$ cat src/rtl/lkc_pkg.sv
// Package: shared state type for the resource-lock controller.
package lkc_pkg;
    typedef enum logic [1:0] {
        LK_IDLE  = 2'd0,   // no locked operation
        LK_ARMED = 2'd1,   // grant taken, waiting for own address phase
        LK_FIRST = 2'd2,   // first locked read in flight, LOCK driven
        LK_OWNED = 2'd3    // lock owned across transactions
    } lk_state_e;
endpackage

$ cat src/rtl/lkc_busy_track.sv
// Module: lkc_busy_track
// Tracks whether another master holds the bus lock. Busy is set when LOCK
// and FRAME are seen together and cleared once both are negated.
// Assumes: own_drive is 1 whenever this master drives LOCK; during that time
// the observed LOCK is this master's own and does not count as busy.
module lkc_busy_track (
    input  logic clk,
    input  logic rst_n,
    input  logic bus_frame,
    input  logic bus_lock,
    input  logic own_drive,
    output logic busy_now
);
    logic busy_q;

    // Combinational view of busy including the current clock's bus state.
    always_comb begin
        if (own_drive)
            busy_now = 1'b0;
        else if (bus_lock && bus_frame)
            busy_now = 1'b1;
        else if (!bus_lock && !bus_frame)
            busy_now = 1'b0;
        else
            busy_now = busy_q;
    end

    // Register the busy view for the following clocks.
    always_ff @(posedge clk) begin
        if (!rst_n)
            busy_q <= 1'b0;
        else
            busy_q <= busy_now;
    end
endmodule

$ cat src/rtl/lkc_fsm.sv
// Module: lkc_fsm
// Lock ownership sequencer: arms on a free-lock grant for a read, keeps LOCK
// negated through the address phase, drives it from the next clock, drops on
// retry of the first read, holds ownership, and releases after the last phase.
// Assumes: addr_phase, tx_retry and tx_last come from this master's own engine.
module lkc_fsm
    import lkc_pkg::*;
(
    input  logic clk,
    input  logic rst_n,
    input  logic lk_req,
    input  logic lk_rd,
    input  logic lk_end,
    input  logic bus_gnt,
    input  logic busy_now,
    input  logic addr_phase,
    input  logic tx_retry,
    input  logic tx_last,
    output logic lock_drive,
    output logic lock_mode,
    output logic lock_owned,
    output logic lock_refuse
);
    lk_state_e state_q, state_d;
    logic      take_ok;

    // A granted request while the lock is free.
    assign take_ok = (state_q == LK_IDLE) && lk_req && bus_gnt && !busy_now;

    // Next-state selection; retry takes priority over completion.
    always_comb begin
        state_d = state_q;
        unique case (state_q)
            LK_IDLE:  if (take_ok && lk_rd) state_d = LK_ARMED;
            LK_ARMED: begin
                if (!lk_req)         state_d = LK_IDLE;
                else if (addr_phase) state_d = LK_FIRST;
            end
            LK_FIRST: begin
                if (tx_retry)        state_d = LK_IDLE;
                else if (tx_last)    state_d = lk_end ? LK_IDLE : LK_OWNED;
            end
            LK_OWNED: if (tx_last && lk_end) state_d = LK_IDLE;
            default:  state_d = LK_IDLE;
        endcase
    end

    // State register with synchronous reset.
    always_ff @(posedge clk) begin
        if (!rst_n)
            state_q <= LK_IDLE;
        else
            state_q <= state_d;
    end

    // Output decode from the registered state.
    always_comb begin
        lock_drive  = (state_q == LK_FIRST) || (state_q == LK_OWNED);
        lock_mode   = (state_q != LK_IDLE);
        lock_owned  = (state_q == LK_OWNED);
        lock_refuse = take_ok && !lk_rd;
    end
endmodule

$ cat src/rtl/pci_lock_ctrl.sv
// Module: pci_lock_ctrl (top)
// Resource-lock controller for a PCI master. Combines the foreign-lock busy
// tracker with the ownership sequencer.
// Assumes: all bus flags are active-high "asserted" views of the pins.
module pci_lock_ctrl (
    input  logic clk,
    input  logic rst_n,
    input  logic lk_req,
    input  logic lk_rd,
    input  logic lk_end,
    input  logic bus_gnt,
    input  logic bus_frame,
    input  logic bus_lock,
    input  logic addr_phase,
    input  logic tx_retry,
    input  logic tx_last,
    output logic lock_drive,
    output logic lock_mode,
    output logic lock_owned,
    output logic lock_refuse
);
    logic busy_now;
    logic drive_int;

    lkc_busy_track u_busy (
        .clk       (clk),
        .rst_n     (rst_n),
        .bus_frame (bus_frame),
        .bus_lock  (bus_lock),
        .own_drive (drive_int),
        .busy_now  (busy_now)
    );

    lkc_fsm u_fsm (
        .clk         (clk),
        .rst_n       (rst_n),
        .lk_req      (lk_req),
        .lk_rd       (lk_rd),
        .lk_end      (lk_end),
        .bus_gnt     (bus_gnt),
        .busy_now    (busy_now),
        .addr_phase  (addr_phase),
        .tx_retry    (tx_retry),
        .tx_last     (tx_last),
        .lock_drive  (drive_int),
        .lock_mode   (lock_mode),
        .lock_owned  (lock_owned),
        .lock_refuse (lock_refuse)
    );

    assign lock_drive = drive_int;
endmodule

$ cat config.mk
export PLATFORM = sky130hd
export DESIGN_NAME = pci_lock_ctrl
export DESIGN_NICKNAME = d
export VERILOG_FILES = /design/src/rtl/lkc_pkg.sv /design/src/rtl/lkc_busy_track.sv /design/src/rtl/lkc_fsm.sv /design/src/rtl/pci_lock_ctrl.sv
export SDC_FILE = /design/constraint.sdc
export NUM_CORES = 1
export LEC_CHECK = 0
export ABC_CLOCK_PERIOD_IN_PS = 1300
export CAP_MARGIN = 20
export CORE_AREA = 4 4 41 43
export DETAILED_ROUTE_END_ITERATION = 16
export DIE_AREA = 0 0 45 47
export PLACE_DENSITY = 0.5
export SYNTH_ARGS = -nofsm -noshare
export SYNTH_HDL_FRONTEND = slang
export SYNTH_SLANG_ARGS = --single-unit
$ cat constraint.sdc
create_clock -name clk -period 1.3 [get_ports clk]
set_clock_uncertainty 0.15 [all_clocks]
set_input_delay 0.325 -clock clk [delete_from_list [all_inputs] [get_ports clk]]
set_output_delay 0.325 -clock clk [all_outputs]
set_load 0.02 [all_outputs]
==> run_results.csv, run 1 <==
group,metric,value,unit
setup_path,cp-startpoint,"u_busy.busy_q",
final_layout,syn2layout_area_growth,153.6,%
power_and_ir_drop,internal_power,280.3,uW
timing,finalHoldViolCount,0,
drt,via_per_inst,4.614,
grt,grt_pass1_wl,1.359,mm
grt,antenna_found_initial,0,
floorplan,start_util,0.1740,
logic_synthesis,yosys_warnings,0,
placed_design,portBuffers,14,
floorplan,core_area,1301,um^2
worst_hold_path,hold_class,"primary input to flop",
setup_path,cp-start-kind,"flop",
drt,route.detailed.drc,0,
placed_design,routabilityCongestion,0.7254,
logic_synthesis,synthDominantAreaCellType,"dfxtp_1",
timing,setup_slack,-296.7,ps
final_layout,drive_gt1_frac,0.6182,
drt,firstDrtPassIters,4,
status,status,"finished with violations",
setup_path,path_class,"flop to primary output",
power_and_ir_drop,p_sw_frac,0.2579,
clocking,clockBufferDepth,2,
drt,wl_per_cell,12.49,um
drt,wl,874,um
drt,num_vias,323,
setup_path,critical_path_arrival,1120,ps
setup_path,r2r_setup_slack,-260,ps
power_and_ir_drop,p_leak,0.0002699,uW
final_layout,nets,67,
power_and_ir_drop,ir_drop,0.2829,mV
floorplan,die_area,2115,um^2
setup_path,ff2ff_path_depth,6,
drt,drt-initial-drc-count,7,
logic_synthesis,ys.flop_type,"dfxtp_1",
clocking,cts_tree,"done",
power_and_ir_drop,power_switching,97.41,uW
logic_synthesis,synthArstFlopShare,0,
setup_path,endpoint_kind,"primary output",
logic_synthesis,synth_edf_count,0,
power_and_ir_drop,comb_power_share,0.305,
drt,ant_nets,0,
setup_path,worstPathRequired,820,ps
logic_synthesis,avgSynthCellArea,8.388,um^2
floorplan,die_w,45,um
timing,finalMaxSlewViolations,0,
clocking,clkLatencyLatePin,230,ps
power_and_ir_drop,power_density,657.6,nW/um^2
final_layout,fill_cells,147,
final_layout,final_core_util,0.4413,
final_layout,layout_common_cells,"8 x buf_4, 7 x buf_6",
logic_synthesis,synth-seq-cells,3,
logic_synthesis,synth_top_area_share,0.2652,
timing,slew_headroom,0.8306,
timing,finalSetupTns,-1130,ps
grt,grt_use_total,0.09177,
setup_path,cp_max_fo,2,
timing,rsz0062_at_grt,"true",
logic_synthesis,synthTopCellsByArea,"dfxtp_1 27%, nand4bb_2 7.2%, a211oi_1 6.6%",
job,drv_cap,0,
timing,max_freq,0.6263,GHz
clocking,cts_made_buffers,3,
grt,grt_overflow,0,
floorplan,rows,13,
clocking,htree_levels,1,
clocking,clock-sinks,3,
power_and_ir_drop,p_seq_frac,0.262,
setup_path,reg2reg_to,"u_fsm.state_q[0]",
final_layout,layout_commonest_cell,"buf_4",
status,violations,"negative setup slack",
logic_synthesis,syn_area,226.5,um^2
logic_synthesis,synth_seq_area_share,0.2652,
setup_path,r2r-start,"u_busy.busy_q",
timing,finalSetupViolations,6,
placed_design,dp_slack,-1021,ps
timing,period_share,1.228,
floorplan,die_y,47,um
floorplan,io-pin-count,15,
logic_synthesis,syn_nets,38,
final_layout,diodes,0,
logic_synthesis,syn_inst,27,
power_and_ir_drop,power_frac_clock,0.433,
setup_path,cp-endpoint,"lock_refuse",
clocking,clkSlewWorstSetupHoldPaths,40,ps
grt,grt_max_degree,7,
final_layout,multiInputGateArea,219.0,um^2
timing,period_needed,1597,ps
timing,tightestPinTransition,252.0,ps
grt,grt_pass1_vias,352,
clocking,clock-root-buffer,"clkbuf_4",
final_layout,regArea,63.81,um^2
logic_synthesis,synth_cell_type_count,22,
[cells in the mapped netlist, types with 2 or more instances]
master    count
a21oi_1       2
dfxtp_1       3
nand2_1       2
a211oi_1      2
[metal layers]
layer | GRT usage | vias up | wire length (um)
li1 | - | 158 | -
met1 | 0.07991 | 148 | 299
met2 | 0.1751 | 17 | 485
met3 | 0.03831 | 0 | 89
met4 | 0.05263 | 0 | 0
met5 | 0 | - | 0
[sequential cells by signal, indices dropped and copies added (netlist names)]
name           cells
u_fsm.state_q      2
u_busy.busy_q      1
[metrics by stage]
stage               hold WS [ps]  total power (uW)  cells  area [um^2]
global route               461.7             409.5     70        574.3
detailed placement         476.7             193.0     63        451.7
global placement           489.5             191.2     63        451.7
floorplan                  308.4             133.6     27        237.7
finish                     420.6             377.7     70        574.3
CTS                        563.4             371.5     70        528.0
[worst min-delay path by stage]
stage / start / end / slack [ps] / cells after the start
after global placement: u_fsm.state_q[1] / u_fsm.state_q[1] / 490 / 3
final: tx_retry / u_fsm.state_q[1] / 420 / 4
after global routing: lk_end / u_fsm.state_q[1] / 460 / 4
after detailed placement: u_fsm.state_q[1] / u_fsm.state_q[1] / 480 / 3
after CTS: rst_n / u_fsm.state_q[0] / 560 / 2
after floorplan: rst_n / u_fsm.state_q[0] / 310 / 1
[worst max-delay path: stages (launching register included)]
cell,delay [ps]
dfxtp_2,300
maj3_2,330
nor3_4,120
buf_6,130
[timing repair]
| action | in CTS | in global routing |
|---|---|---|
| buffers inserted | 3 | 1 |
| setup endpoints to repair | 7 | 7 |
| hold buffers | 0 | 0 |
| pin swaps | 6 | 4 |
| gates resized for setup | 38 | 12 |
[power by group through the flow]
stage,clock (uW),combinational [uW],sequential [uW]
CTS,169,103,98.6
finish,164,115,99.0
global placement,0,91.7,99.5
global route,186,124,99.3
detailed placement,0,93.8,99.2
floorplan,0,33.1,100
[logic make-up (layout without fill, tap and decap cells)]
| kind of cell | after synthesis | count (layout) | share of synthesized area |
|---|---|---|---|
| compound gates | 7 | 7 | 0.2044 |
| fa+ha+maj | 1 | 1 | 0.04972 |
| buf+inv | 2 | 30 | 0.03864 |
| flops | 3 | 3 | 0.2652 |
| simple gates | 14 | 14 | 0.4421 |
[area by class of cell]
class,instances,area share
timing repair buffer,25,0.4227
multi-input combinational,22,0.3813
sequential,3,0.1111
clock buffer,4,0.04575
tap,15,0.03268
inverter,1,0.006536
Power figures use the tool's default switching activity.
==> inputs of run 2 (changes only) <==
--- a/config.mk
+++ b/config.mk
@@ -6,7 +6,6 @@
 export NUM_CORES = 1
 export LEC_CHECK = 0
 export ABC_CLOCK_PERIOD_IN_PS = 1300
-export CAP_MARGIN = 20
 export CORE_AREA = 4 4 41 43
 export DETAILED_ROUTE_END_ITERATION = 16
 export DIE_AREA = 0 0 45 47
==> results of run 2 <==
Final layout, timing and power as in run 1 (identical DEF).
==> inputs of run 3 (changes only) <==
--- a/config.mk
+++ b/config.mk
@@ -6,6 +6,7 @@
 export NUM_CORES = 1
 export LEC_CHECK = 0
 export ABC_CLOCK_PERIOD_IN_PS = 1300
+export CAP_MARGIN = 20
 export CORE_AREA = 4 4 41 43
 export DETAILED_ROUTE_END_ITERATION = 16
 export DIE_AREA = 0 0 45 47
==> results of run 3 <==
Final layout, timing and power as in run 1 (identical DEF).
